==> src/rtl/hpm_pkg.sv <==
package hpm_pkg;

  typedef enum logic [1:0] {
    ROLE_GPIO     = 2'd0,
    ROLE_HOST_IN  = 2'd1,
    ROLE_HOST_OUT = 2'd2
  } pin_role_e;

  localparam int CTL_W     = 8;
  localparam int BIT_A8    = 1;
  localparam int BIT_A9    = 2;
  localparam int BIT_CS    = 3;
  localparam int BIT_REQ   = 4;
  localparam int BIT_ACK   = 5;
  localparam int BIT_HOST  = 6;
  localparam logic [CTL_W-1:0] CTL_KEEP = 8'h7E;

  localparam int PIN_A8     = 0;
  localparam int PIN_A9     = 1;
  localparam int PIN_CS     = 2;
  localparam int PIN_REQ    = 3;
  localparam int PIN_ACK    = 4;
  localparam int FIXED_PINS = 5;

  localparam logic [1:0] ADDR_CTL = 2'd0;
  localparam logic [1:0] ADDR_DIR = 2'd1;
  localparam logic [1:0] ADDR_DAT = 2'd2;

  // Role of one pin from control bits and the two mode flags
  function automatic pin_role_e role_for_pin(int idx, logic [CTL_W-1:0] ctl,
                                             logic mux, logic dual);
    pin_role_e r;
    r = ROLE_GPIO;
    if (ctl[BIT_HOST]) begin
      if (idx == PIN_A8)
        r = (!mux || ctl[BIT_A8]) ? ROLE_HOST_IN : ROLE_GPIO;
      else if (idx == PIN_A9)
        r = (!mux || ctl[BIT_A9]) ? ROLE_HOST_IN : ROLE_GPIO;
      else if (idx == PIN_CS)
        r = ctl[BIT_CS] ? ROLE_HOST_IN : ROLE_GPIO;
      else if (idx == PIN_REQ)
        r = ctl[BIT_REQ] ? ROLE_HOST_OUT : ROLE_GPIO;
      else if (idx == PIN_ACK) begin
        if (!ctl[BIT_REQ])     r = ROLE_GPIO;
        else if (dual)         r = ROLE_HOST_OUT;
        else if (ctl[BIT_ACK]) r = ROLE_HOST_IN;
        else                   r = ROLE_GPIO;
      end else
        r = ROLE_HOST_IN;
    end
    return r;
  endfunction

endpackage

==> src/rtl/hpm_regs.sv <==
module hpm_regs
  import hpm_pkg::*;
#(
  parameter int BUS_W = 16,
  parameter int NPINS = 8
) (
  input  logic             clk,
  input  logic             rst_n,
  input  logic             we,
  input  logic [1:0]       addr,
  input  logic [BUS_W-1:0] wdata,
  output logic [CTL_W-1:0] ctl_q,
  output logic [NPINS-1:0] dir_q,
  output logic [NPINS-1:0] dat_q
);

  logic wr_ctl, wr_dir, wr_dat;
  logic unused_wdata;

  assign wr_ctl = we && (addr == ADDR_CTL);
  assign wr_dir = we && (addr == ADDR_DIR);
  assign wr_dat = we && (addr == ADDR_DAT);
  assign unused_wdata = ^wdata;

  always_ff @(posedge clk or negedge rst_n) begin
    if (!rst_n) begin
      ctl_q <= '0;
      dir_q <= '0;
      dat_q <= '0;
    end else begin
      if (wr_ctl) ctl_q <= wdata[CTL_W-1:0] & CTL_KEEP;
      if (wr_dir) dir_q <= wdata[NPINS-1:0];
      if (wr_dat) dat_q <= wdata[NPINS-1:0];
    end
  end

  assert_dir_write_R2: assert property (@(posedge clk) disable iff (!rst_n)
    wr_dir |=> dir_q == $past(wdata[NPINS-1:0]));

  assert_dat_hold_R2: assert property (@(posedge clk) disable iff (!rst_n)
    !wr_dat |=> $stable(dat_q));

endmodule

==> src/rtl/hpm_role_decode.sv <==
module hpm_role_decode
  import hpm_pkg::*;
#(
  parameter int NPINS = 8
) (
  input  logic               clk,
  input  logic               rst_n,
  input  logic [CTL_W-1:0]   ctl,
  input  logic               mux,
  input  logic               dual,
  output logic [2*NPINS-1:0] roles
);

  logic host_on;
  logic req_on;
  assign host_on = ctl[BIT_HOST];
  assign req_on  = ctl[BIT_HOST] && ctl[BIT_REQ];

  for (genvar i = 0; i < NPINS; i++) begin : g_role
    assign roles[2*i +: 2] = role_for_pin(i, ctl, mux, dual);

    assert_host_off_R3: assert property (@(posedge clk) disable iff (!rst_n)
      !host_on |-> roles[2*i +: 2] == ROLE_GPIO);
  end

  assert_dual_ack_R7: assert property (@(posedge clk) disable iff (!rst_n)
    (req_on && dual) |-> roles[2*PIN_ACK +: 2] == ROLE_HOST_OUT);

  assert_req_off_R8: assert property (@(posedge clk) disable iff (!rst_n)
    (host_on && !req_on) |->
      (roles[2*PIN_ACK +: 2] == ROLE_GPIO && roles[2*PIN_REQ +: 2] == ROLE_GPIO));

endmodule

==> src/rtl/hpm_pin_cell.sv <==
module hpm_pin_cell
  import hpm_pkg::*;
(
  input  logic [1:0] role,
  input  logic       dir_bit,
  input  logic       dat_bit,
  input  logic       pad_in,
  input  logic       core_out,
  output logic       pad_oe,
  output logic       pad_out,
  output logic       rd_bit,
  output logic       core_in
);

  always_comb begin
    pad_oe  = 1'b0;
    pad_out = 1'b0;
    rd_bit  = 1'b0;
    core_in = 1'b0;
    case (pin_role_e'(role))
      ROLE_HOST_OUT: begin
        pad_oe  = 1'b1;
        pad_out = core_out;
      end
      ROLE_HOST_IN: begin
        core_in = pad_in;
      end
      default: begin
        pad_oe  = dir_bit;
        pad_out = dat_bit;
        rd_bit  = dir_bit ? dat_bit : pad_in;
      end
    endcase
  end

endmodule

==> src/rtl/host_pin_mux.sv <==
module host_pin_mux
  import hpm_pkg::*;
#(
  parameter int EXTRA_W = 3,
  parameter int BUS_W   = 16,
  localparam int NPINS  = FIXED_PINS + EXTRA_W
) (
  input  logic             clk,
  input  logic             rst_n,
  input  logic             reg_we,
  input  logic [1:0]       reg_addr,
  input  logic [BUS_W-1:0] reg_wdata,
  output logic [BUS_W-1:0] reg_rdata,
  input  logic             bus_mux_mode,
  input  logic             dual_request,
  input  logic             core_req_a,
  input  logic             core_req_b,
  output logic [NPINS-1:0] core_pin_in,
  input  logic [NPINS-1:0] pin_in,
  output logic [NPINS-1:0] pin_oe,
  output logic [NPINS-1:0] pin_out
);

  logic [CTL_W-1:0]   ctl_q;
  logic [NPINS-1:0]   dir_q;
  logic [NPINS-1:0]   dat_q;
  logic [2*NPINS-1:0] roles;
  logic [NPINS-1:0]   rd_bits;
  logic [NPINS-1:0]   core_drive;

  hpm_regs #(.BUS_W(BUS_W), .NPINS(NPINS)) u_regs (
    .clk(clk), .rst_n(rst_n), .we(reg_we), .addr(reg_addr), .wdata(reg_wdata),
    .ctl_q(ctl_q), .dir_q(dir_q), .dat_q(dat_q)
  );

  hpm_role_decode #(.NPINS(NPINS)) u_decode (
    .clk(clk), .rst_n(rst_n), .ctl(ctl_q), .mux(bus_mux_mode),
    .dual(dual_request), .roles(roles)
  );

  for (genvar i = 0; i < NPINS; i++) begin : g_pin
    if (i == PIN_REQ) begin : g_drv_a
      assign core_drive[i] = core_req_a;
    end else if (i == PIN_ACK) begin : g_drv_b
      assign core_drive[i] = core_req_b;
    end else begin : g_drv_none
      assign core_drive[i] = 1'b0;
    end

    hpm_pin_cell u_cell (
      .role(roles[2*i +: 2]), .dir_bit(dir_q[i]), .dat_bit(dat_q[i]),
      .pad_in(pin_in[i]), .core_out(core_drive[i]),
      .pad_oe(pin_oe[i]), .pad_out(pin_out[i]), .rd_bit(rd_bits[i]),
      .core_in(core_pin_in[i])
    );

    assert_host_in_quiet_R9: assert property (@(posedge clk) disable iff (!rst_n)
      (roles[2*i +: 2] == ROLE_HOST_IN) |-> (!pin_oe[i] && !pin_out[i]));

    assert_gpio_dir_R9: assert property (@(posedge clk) disable iff (!rst_n)
      (roles[2*i +: 2] == ROLE_GPIO) |-> (pin_oe[i] == dir_q[i]));

    assert_core_mask_R11: assert property (@(posedge clk) disable iff (!rst_n)
      (roles[2*i +: 2] != ROLE_HOST_IN) |-> !core_pin_in[i]);

    assert_host_read_zero_R10: assert property (@(posedge clk) disable iff (!rst_n)
      (roles[2*i +: 2] != ROLE_GPIO) |-> !rd_bits[i]);
  end

  always_comb begin
    case (reg_addr)
      ADDR_CTL: reg_rdata = BUS_W'(ctl_q);
      ADDR_DIR: reg_rdata = BUS_W'(dir_q);
      ADDR_DAT: reg_rdata = BUS_W'(rd_bits);
      default:  reg_rdata = '0;
    endcase
  end

  assert_ctl_reserved_R2: assert property (@(posedge clk) disable iff (!rst_n)
    (reg_addr == ADDR_CTL) |-> (!reg_rdata[7] && !reg_rdata[0]));

  assert_req_drive_R6: assert property (@(posedge clk) disable iff (!rst_n)
    (ctl_q[BIT_HOST] && ctl_q[BIT_REQ]) |->
      (pin_oe[PIN_REQ] && pin_out[PIN_REQ] == core_req_a));

  assert_reset_idle_R1: assert property (@(posedge clk) disable iff (!rst_n)
    $rose(rst_n) |-> (pin_oe == '0 && core_pin_in == '0));

endmodule

==> config.mk <==
export PLATFORM = sky130hd
export DESIGN_NAME = host_pin_mux
export DESIGN_NICKNAME = d
export VERILOG_FILES = /design/src/rtl/hpm_pkg.sv /design/src/rtl/hpm_regs.sv /design/src/rtl/hpm_role_decode.sv /design/src/rtl/hpm_pin_cell.sv /design/src/rtl/host_pin_mux.sv
export SDC_FILE = /design/constraint.sdc
export NUM_CORES = 1
export LEC_CHECK = 0
export CAP_MARGIN = 20
export CELL_PAD_IN_SITES_DETAIL_PLACEMENT = 1
export CELL_PAD_IN_SITES_GLOBAL_PLACEMENT = 1
export CORE_AREA = 8 8 68 94
export CTS_CLUSTER_DIAMETER = 60
export DETAILED_ROUTE_END_ITERATION = 10
export DIE_AREA = 0 0 76 102
export PLACE_DENSITY = 0.82
export SETUP_SLACK_MARGIN = 0.5
export SKIP_CTS_REPAIR_TIMING = 1
export SLEW_MARGIN = 20
export SYNTH_ARGS = -nofsm -noshare
export SYNTH_HDL_FRONTEND = slang
export SYNTH_SLANG_ARGS = --single-unit
==> constraint.sdc <==
create_clock -name clk -period 3.2 [get_ports clk]
set_input_delay 0.48 -clock clk [delete_from_list [all_inputs] [get_ports clk]]
set_output_delay 0.48 -clock clk [all_outputs]
set_load 0.01 [all_outputs]
==> implementation parameters, run 1 <==
Parameter                              Value

Setup path
  CP Data Arrival Time    2160 ps
  End of the worst register-to-register path    u_regs.ctl_q[6]$_DFFE_PN0P_
  Endpoint kind of the worst setup timing path    output port
  Cell count of the worst reg-to-reg path    3
  Required time reported for the critical path endpoint    2720 ps
  Critical Path Start    reg_addr[0]
  Worst path depth    6
  Largest delay share family, worst path    buffers and inverters
  Worst reg2reg path startpoint    u_regs.ctl_q[6]$_DFFE_PN0P_
  Cell with the largest stage delay on the worst path    clkdlybuf4s50_1
  Worst reg2reg setup slack    2200 ps
  Most common cell on crit path    clkdlybuf4s50_1
  Setup crit end    reg_rdata[1]
  Sum of buffers and inverters on the critical path    3
  Setup crit start kind    input port
  Worst Setup Path Type    input port to output port
  Slowest Stage Delay on Critical Path    570 ps
  Critical path peak fanout    9
  Cells along the critical path    clkdlybuf4s50_1 > buf_6 > mux2i_1 > nor2_1 > a31o_2 > clkdlybuf4s50_1

Die
  Starting utilization of the core area    0.318
  Core area    5000 um2
  Row count    31
  Die Height    between 100 and 150 um
  Die span in x    76 um
  Die ar.    7750 um2
  Top-level port count    73

STA
  Endpoints failing setup    0
  Pin slew with the least headroom to its limit    515 ps
  Headroom to the max-slew limit    0.657
  Accumulated negative setup slack    0 ps
  Final worst-path cycle share    0.826
  Max Clock Skew    0 ps
  Final slew viol count    0
  Unrepaired setup endpoints after global routing    no
  Achievable frequency    0.378 GHz
  Number of hold violations in the final report    0
  Time the worst path needs with I/O delays and setup    2640 ps

Final layout
  Most common cell after layout, fill and taps aside    clkdlybuf4s50_1
  Number of nets in the layout    236
  Total inserted antenna cells    0
  Area growth from synthesis to layout    36.5%
  Layout cells sized above 1    0.230
  Commonest cells after routing, fill and taps aside    clkdlybuf4s50_1, mux2_2, dfrtp_1

Power
  Total power    1070 uW
  PwrDens    494 nW/um2
  Leakage Power    0.000973 uW
  Peak ir drop on the vdd network    213 uV

Drt
  DR DRC count    0
  1st-pass router iterations    4
  Number of vias in the routed layout    1215
  Total wire length after detailed routing    4320 um
  DRC violation total after the first TritonRoute iteration    31
  Routed length per placed instance    roughly 16 um
  Detailed-route vias per instance    4.57
  Number of nets with antenna violations after routing    0

CTS
  Deepest clock path buffer count    2
  CTS tree    built
  Maximum level of the CTS H-tree    1
  Worst-Skew Late Latency    between 200 and 300 ps
  TritonCTS buffer count    3
  Clock sink total    22
  Post-CTS clock slew at the launch and capture registers of the worst setup and hold paths    roughly 90 ps
  Clock tree root driver cell    clkbuf_8

Global routing
  Largest net degree at the start of global routing    23
  Met2 usage in global routing    0.200
  Wire length of the first global-routing pass    between 6000 and 7000 um
  Met3 Track Usage GR    0.0299
  Most heavily used metal layer in global routing    met2
  Leftover overflow at the end of global routing    0
  Total routing usage reported by global routing    0.108
  Met1 routing resource usage after global routing    0.115
  Vias in the first global route    between 1000 and 1500
  Number of antenna violations at the first check in global routing    0

Placed design
  Detailed Place HPWL    3390 um
  Number of buffers inserted by port buffering    55
  Final weighted congestion in routability-driven placement    approximately 0.77

Synthesis
  Synth Instances    between 150 and 200
  Number of warnings reported in the yosys synthesis log    0
  Sequential element share of the synthesized area    0.346
  Synth unique cells    26
  Synthesized area    1590 um2
  #FFs+latches synth    22
  Synthesized area per cell    9.93 um2

Run status
  Result of the run    finished clean

Worst hold path
  Hold WC Path Type    input port to asynchronous set/reset pin

Job
  Max-Cap Viols    0
power by group:
group	internal (uW)	total, uW	switching [uW]
clock	167	265	97.2
sequential	331	379	48.5
combinational	253	427	173
total	751	1070	319
metal layers:
layer	vias to the layer above	routed length (um)
met4	0	39
met1	590	1800
li1	580	-
met5	-	0
met3	4	254
met2	41	2230
worst min-delay path by stage:
stage | cells after the start | slack (ps) | start | to
floorplan | 0 | 180 | rst_n | u_regs.ctl_q[1]$_DFFE_PN0P_
global placement | 1 | 510 | u_regs.dat_q[2]$_DFFE_PN0P_ | u_regs.dat_q[2]$_DFFE_PN0P_
finish | 1 | 180 | rst_n | u_regs.dir_q[7]$_DFFE_PN0P_
global route | 1 | 210 | rst_n | u_regs.dir_q[7]$_DFFE_PN0P_
detailed placement | 1 | 520 | u_regs.dat_q[1]$_DFFE_PN0P_ | u_regs.dat_q[1]$_DFFE_PN0P_
CTS | 1 | 540 | u_regs.dat_q[1]$_DFFE_PN0P_ | u_regs.dat_q[1]$_DFFE_PN0P_
per-stage QoR:
| step | instance area, um2 | hold slack (ps) | setup WS [ps] | std cells | util |
|---|---|---|---|---|---|
| after floorplan | 1620 | 184 | 1150 | 168 | - |
| after global placement | 2010 | 505 | 392 | 257 | 0.402 |
| after detailed placement | 2010 | 518 | 371 | 257 | 0.402 |
| after CTS | 2080 | 539 | 373 | 261 | 0.416 |
| after global routing | 2170 | 207 | 489 | 266 | 0.433 |
| final | 2170 | 175 | 556 | 266 | 0.433 |
cell families (layout without fill, tap and decap cells):
group                    count (synthesis)  count (layout)  synth area share
AND/OR/NAND/NOR                         43              43             0.159
buffers and inverters                   43              75             0.187
multiplexers                            34              34             0.232
flip-flops                              22              22             0.346
AO/OA/AOI/OAI                           15              15            0.0575
adder cells (fa/ha/maj)                  2               2            0.0157
other                                    1               9           0.00236
cell type report:
type	count	area (um2)
clock buffers	3	41.3
clock inverters	1	30.0
fillers	553	2840
inverters	7	26.3
multi-input cells	103	811
flip-flops and latches	22	551
well taps	66	82.6
repair buffers	64	627
flip-flops by register name, indices dropped and copies added, names as in the netlist:
| register | cells |
|---|---|
| u_regs.dat_q | 8 |
| u_regs.dir_q | 8 |
| u_regs.ctl_q | 6 |
synthesized netlist by cell type:
| cell | count | share of area |
|---|---|---|
| nor2b_1 | 8 | 0.031 |
| buf_6 | 1 | 0.0071 |
| mux2i_1 | 11 | 0.069 |
| o22ai_1 | 4 | 0.016 |
| nor2b_2 | 1 | 0.0055 |
| a31o_2 | 1 | 0.0055 |
| nor3b_1 | 2 | 0.0094 |
| inv_1 | 7 | 0.017 |
| nor2_1 | 3 | 0.0071 |
| nand2b_1 | 1 | 0.0039 |
| nand2_1 | 12 | 0.028 |
| conb_1 | 1 | 0.0024 |
| a21oi_1 | 1 | 0.0031 |
| mux2_2 | 23 | 0.16 |
| nand3_1 | 2 | 0.0063 |
| ha_1 | 2 | 0.016 |
| clkbuf_1 | 1 | 0.0024 |
| o2111ai_1 | 2 | 0.011 |
| nor3b_4 | 1 | 0.012 |
| dfrtp_1 | 22 | 0.35 |
| and2_1 | 10 | 0.039 |
| and3_1 | 1 | 0.0039 |
| o21ai_0 | 7 | 0.022 |
| buf_4 | 34 | 0.16 |
| nand2_4 | 1 | 0.0071 |
| nand3b_1 | 1 | 0.0047 |
Power figures use the tool's default switching activity.
==> inputs of run 2 (changes only) <==
CORE_AREA = 8 8 74 102   (was 8 8 68 94)
DIE_AREA = 0 0 82 110   (was 0 0 76 102)
PLACE_DENSITY = 0.72   (was 0.82)
clock period = 2.2 ns   (was 3.2 ns; I/O delays follow)
==> implementation parameters, run 2 (synthesized netlist as in run 1, its figures left out) <==
Parameter                              Value

Run status
  Result of the run    finished clean

Drt
  1st-pass router iterations    4
  Total wire length after detailed routing    4620 um
  Number of vias in the routed layout    1275
  Routed length per placed instance    16.2 um
  Number of nets with antenna violations after routing    0
  DR DRC count    0
  Detailed-route vias per instance    4.46
  DRC violation total after the first TritonRoute iteration    28

STA
  Final slew viol count    0
  Number of hold violations in the final report    0
  Time the worst path needs with I/O delays and setup    roughly 2000 ps
  Max Clock Skew    0 ps
  Unrepaired setup endpoints after global routing    yes
  Accumulated negative setup slack    0 ps
  Final worst-path cycle share    0.913
  Endpoints failing setup    0
  Achievable frequency    0.498 GHz

Final layout
  Post-layout utilization of the core    0.389
  Commonest cells after routing, fill and taps aside    mux2_2, clkdlybuf4s50_1, dfrtp_1
  Most common cell after layout, fill and taps aside    mux2_2
  Layout cells sized above 1    0.439
  Total inserted antenna cells    0
  Area growth from synthesis to layout    48.0%
  Number of nets in the layout    250
  Largest registers    u_regs.dat_q (8), u_regs.dir_q (8), u_regs.ctl_q (6)

Global routing
  Largest net degree at the start of global routing    23
  Number of antenna violations at the first check in global routing    0
  Total routing usage reported by global routing    0.0952
  Vias in the first global route    1363
  Wire length of the first global-routing pass    about 6600 um
  Leftover overflow at the end of global routing    0

Die
  Die ar.    9020 um2
  Row count    34
  Core area    6040 um2
  Die span in x    82 um
  Starting utilization of the core area    0.263
  Die Height    110 um
  Top-level port count    73

CTS
  TritonCTS buffer count    3
  Maximum level of the CTS H-tree    1
  Deepest clock path buffer count    2
  Worst-Skew Late Latency    250 ps
  Clock tree root driver cell    clkbuf_8
  Post-CTS clock slew at the launch and capture registers of the worst setup and hold paths    roughly 70 ps
  CTS tree    built
  Clock sink total    22

Setup path
  Critical path peak fanout    5
  Worst reg2reg setup slack    around 1200 ps
  Worst Setup Path Type    flop to output port
  Required time reported for the critical path endpoint    between 1500 and 2000 ps
  CP Data Arrival Time    between 1500 and 2000 ps
  Setup crit start kind    flop
  Endpoint kind of the worst setup timing path    output port

Power
  Leakage Power    0.00124 uW
  Peak ir drop on the vdd network    222 uV
  PwrDens    652 nW/um2

Placed design
  Detailed Place HPWL    3610 um
  Number of buffers inserted by port buffering    55
  Final weighted congestion in routability-driven placement    0.761

Worst hold path
  Hold WC Path Type    input port to asynchronous set/reset pin

Job
  Max-Cap Viols    0
run 2: cell count changes in the layout (fill, tap and decap cells not counted), sizes merged:
cell | previous run | this run
buf | 10 | 38
bufinv | 1 | 0
clkbuf | 3 | 9
clkdlybuf4s50 | 50 | 21
dlymetal6s2s | 4 | 14
run 2: final cells by class:
type	count	area, um2
inverter	7	33.8
clock buffer	4	55.1
timing repair buffer	78	723
tap	72	90.1
fill	708	3690
sequential	22	552
multi-input combinational	103	898
run 2: metal layers:
metal,GRT usage,wire [um]
met2,0.190,2700
met4,0.0264,29
met3,0.0211,254
met1,0.0928,1640
met5,0,0
run 2: path summary, 6_finish.rpt:
| path | startpoint | end | cells after the start |
|---|---|---|---|
| worst max register to register | u_regs.ctl_q[6]$_DFFE_PN0P_ | u_regs.ctl_q[6]$_DFFE_PN0P_ | 4 |
| min in group clk | u_regs.dat_q[6]$_DFFE_PN0P_ | u_regs.dat_q[6]$_DFFE_PN0P_ | 1 |
| worst min register to register | u_regs.dat_q[6]$_DFFE_PN0P_ | u_regs.dat_q[6]$_DFFE_PN0P_ | 1 |
| max in group asynchronous | rst_n | u_regs.ctl_q[6]$_DFFE_PN0P_ | 2 |
| worst max-delay path | u_regs.ctl_q[6]$_DFFE_PN0P_ | pin_oe[4] | 6 |
| worst min-delay path | rst_n | u_regs.dat_q[0]$_DFFE_PN0P_ | 2 |
run 2: through the flow:
step                instances  area, um2  power (uW)  hold WS (ps)  setup WS (ps)
floorplan                 168       1670         970          34.4            463
global placement          276       2160        1200           511           -225
detailed placement        276       2160        1220           517           -233
CTS                       280       2210        1500           435           -238
global route              286       2350        1630           444            134
finish                    286       2350        1530           429            191
run 2: worst max-delay path, cell delays in order (launching register included):
cell     delay [ps]
dfrtp_2         420
buf_6           110
buf_6           110
nand3_4          70
ha_4            290
mux2_4          300
buf_6           120
run 2: power breakdown:
group	switching [uW]	leakage [uW]	internal, uW
registers	78.8	0.000260	482
logic	293	0.000949	399
clock network	123	0.0000288	159
total	495	0.00124	1040
==> inputs of run 3 (changes only) <==
CORE_AREA = 8 8 62 85   (was 8 8 74 102)
DIE_AREA = 0 0 70 93   (was 0 0 82 110)
DONT_BUFFER_PORTS = 1   (was default)
PLACE_DENSITY = 0.7   (was 0.72)
==> implementation parameters, run 3 (synthesized netlist as in run 1, its figures left out) <==
Parameter                              Value

Run status
  Result of the run    finished clean

Placed design
  Detailed Place HPWL    3020 um
  Number of buffers inserted by port buffering    0
  Final weighted congestion in routability-driven placement    0.664

STA
  Max Clock Skew    0 ps
  Final worst hold slack    208 ps
  Final slew viol count    0
  Endpoints failing setup    0
  Headroom to the max-slew limit    0.645
  Pin slew with the least headroom to its limit    around 530 ps
  Unrepaired setup endpoints after global routing    yes
  Accumulated negative setup slack    0 ps
  Number of hold violations in the final report    0
  Time the worst path needs with I/O delays and setup    1880 ps
  Final worst-path cycle share    0.854
  Achievable frequency    0.532 GHz

Final layout
  Layout cells sized above 1    0.364
  Most common cell after layout, fill and taps aside    mux2_2
  Number of nets in the layout    180
  Largest registers    u_regs.dat_q (8), u_regs.dir_q (8), u_regs.ctl_q (6)
  Post-layout utilization of the core    0.399
  Total inserted antenna cells    0
  Area growth from synthesis to layout    1.97%
  Commonest cells after routing, fill and taps aside    mux2_2, dfrtp_1, mux2i_1

Drt
  Number of vias in the routed layout    994
  Number of nets with antenna violations after routing    0
  Total wire length after detailed routing    roughly 3800 um
  DRC violation total after the first TritonRoute iteration    14
  DR DRC count    0
  Routed length per placed instance    20.3 um
  1st-pass router iterations    3
  Detailed-route vias per instance    ~5.3

CTS
  CTS tree    built
  Post-CTS clock slew at the launch and capture registers of the worst setup and hold paths    ~70 ps
  TritonCTS buffer count    3
  Worst-Skew Late Latency    250 ps
  Maximum level of the CTS H-tree    1
  Clock tree root driver cell    clkbuf_8
  Clock sink total    22
  Deepest clock path buffer count    2

Global routing
  Largest net degree at the start of global routing    23
  Leftover overflow at the end of global routing    0
  Vias in the first global route    1169
  Wire length of the first global-routing pass    about 6000 um
  Total routing usage reported by global routing    0.112
  Number of antenna violations at the first check in global routing    0

Power
  Relative contribution of the clock network to total power    0.194
  Leakage Power    0.000714 uW
  Net switching share of the total power    0.338
  PwrDens    749 nW/um2
  Total net switching power    410 uW
  Cell internal power dissipation    around 800 uW
  Flop pwr share    0.460
  Total power    1210 uW
  Part of the total power dissipated in combinational logic    0.346
  Peak ir drop on the vdd network    between 300 and 400 uV

Die
  Die ar.    6510 um2
  Die span in x    approximately 70 um
  Die Height    93 um
  Starting utilization of the core area    0.391
  Row count    28
  Top-level port count    between 70 and 80
  Core area    4060 um2

Setup path
  Worst Setup Path Type    flop to output port
  CP Data Arrival Time    1550 ps
  Endpoint kind of the worst setup timing path    output port
  Required time reported for the critical path endpoint    1870 ps
  Critical path peak fanout    4
  Setup crit start kind    flop

Job
  Max-Cap Viols    0

Worst hold path
  Hold WC Path Type    input port to flop
[run 3: power by group through the flow]
stage	registers, uW	clock network, uW	logic, uW
2_1_floorplan	543	0	427
3_3_place_gp	559	0	351
3_5_place_dp	568	0	363
4_1_cts	560	248	363
5_1_grt	571	264	460
6_report	558	235	419
[run 3: stage by stage]
stage               std cells  setup slack, ps  cell area [um2]
floorplan                 168              463             1670
global placement          180              454             1470
detailed placement        180              390             1470
CTS                       183              101             1510
global route              188              265             1620
finish                    188              322             1620
[run 3: final timing paths]
check	cells after the start	startpoint	slack, ps	endpoint
worst max-delay path	4	u_regs.ctl_q[6]$_DFFE_PN0P_	320	pin_oe[4]
worst min-delay path	2	reg_wdata[6]	210	u_regs.ctl_q[6]$_DFFE_PN0P_
worst max register to register	3	u_regs.ctl_q[6]$_DFFE_PN0P_	1250	u_regs.ctl_q[6]$_DFFE_PN0P_
worst min register to register	1	u_regs.dat_q[7]$_DFFE_PN0P_	540	u_regs.dat_q[7]$_DFFE_PN0P_
max in group asynchronous	2	rst_n	1550	u_regs.ctl_q[4]$_DFFE_PN0P_
min in group asynchronous	2	rst_n	490	u_regs.ctl_q[1]$_DFFE_PN0P_
[run 3: per-layer routing]
metal | vias to the layer above | part of all wire | track usage
li1 | 463 | - | -
met1 | 499 | 0.36 | 0.108
met2 | 30 | 0.57 | 0.217
met3 | 2 | 0.068 | 0.0392
met4 | 0 | 0.0050 | 0.0303
met5 | - | 0 | 0
[run 3: layout make-up]
class	instances	area (um2)
multi-input cells	103	868
inverters	7	26.3
flip-flops and latches	22	553
fillers	456	2440
well taps	45	56.3
clock buffers	3	41.3
repair buffers	8	75.1
[run 3: critical path, cell delays in order (launching register included)]
cell	delay, ps
dfrtp_2	410
nand2_4	70
nor3b_4	240
ha_4	250
mux2_4	320
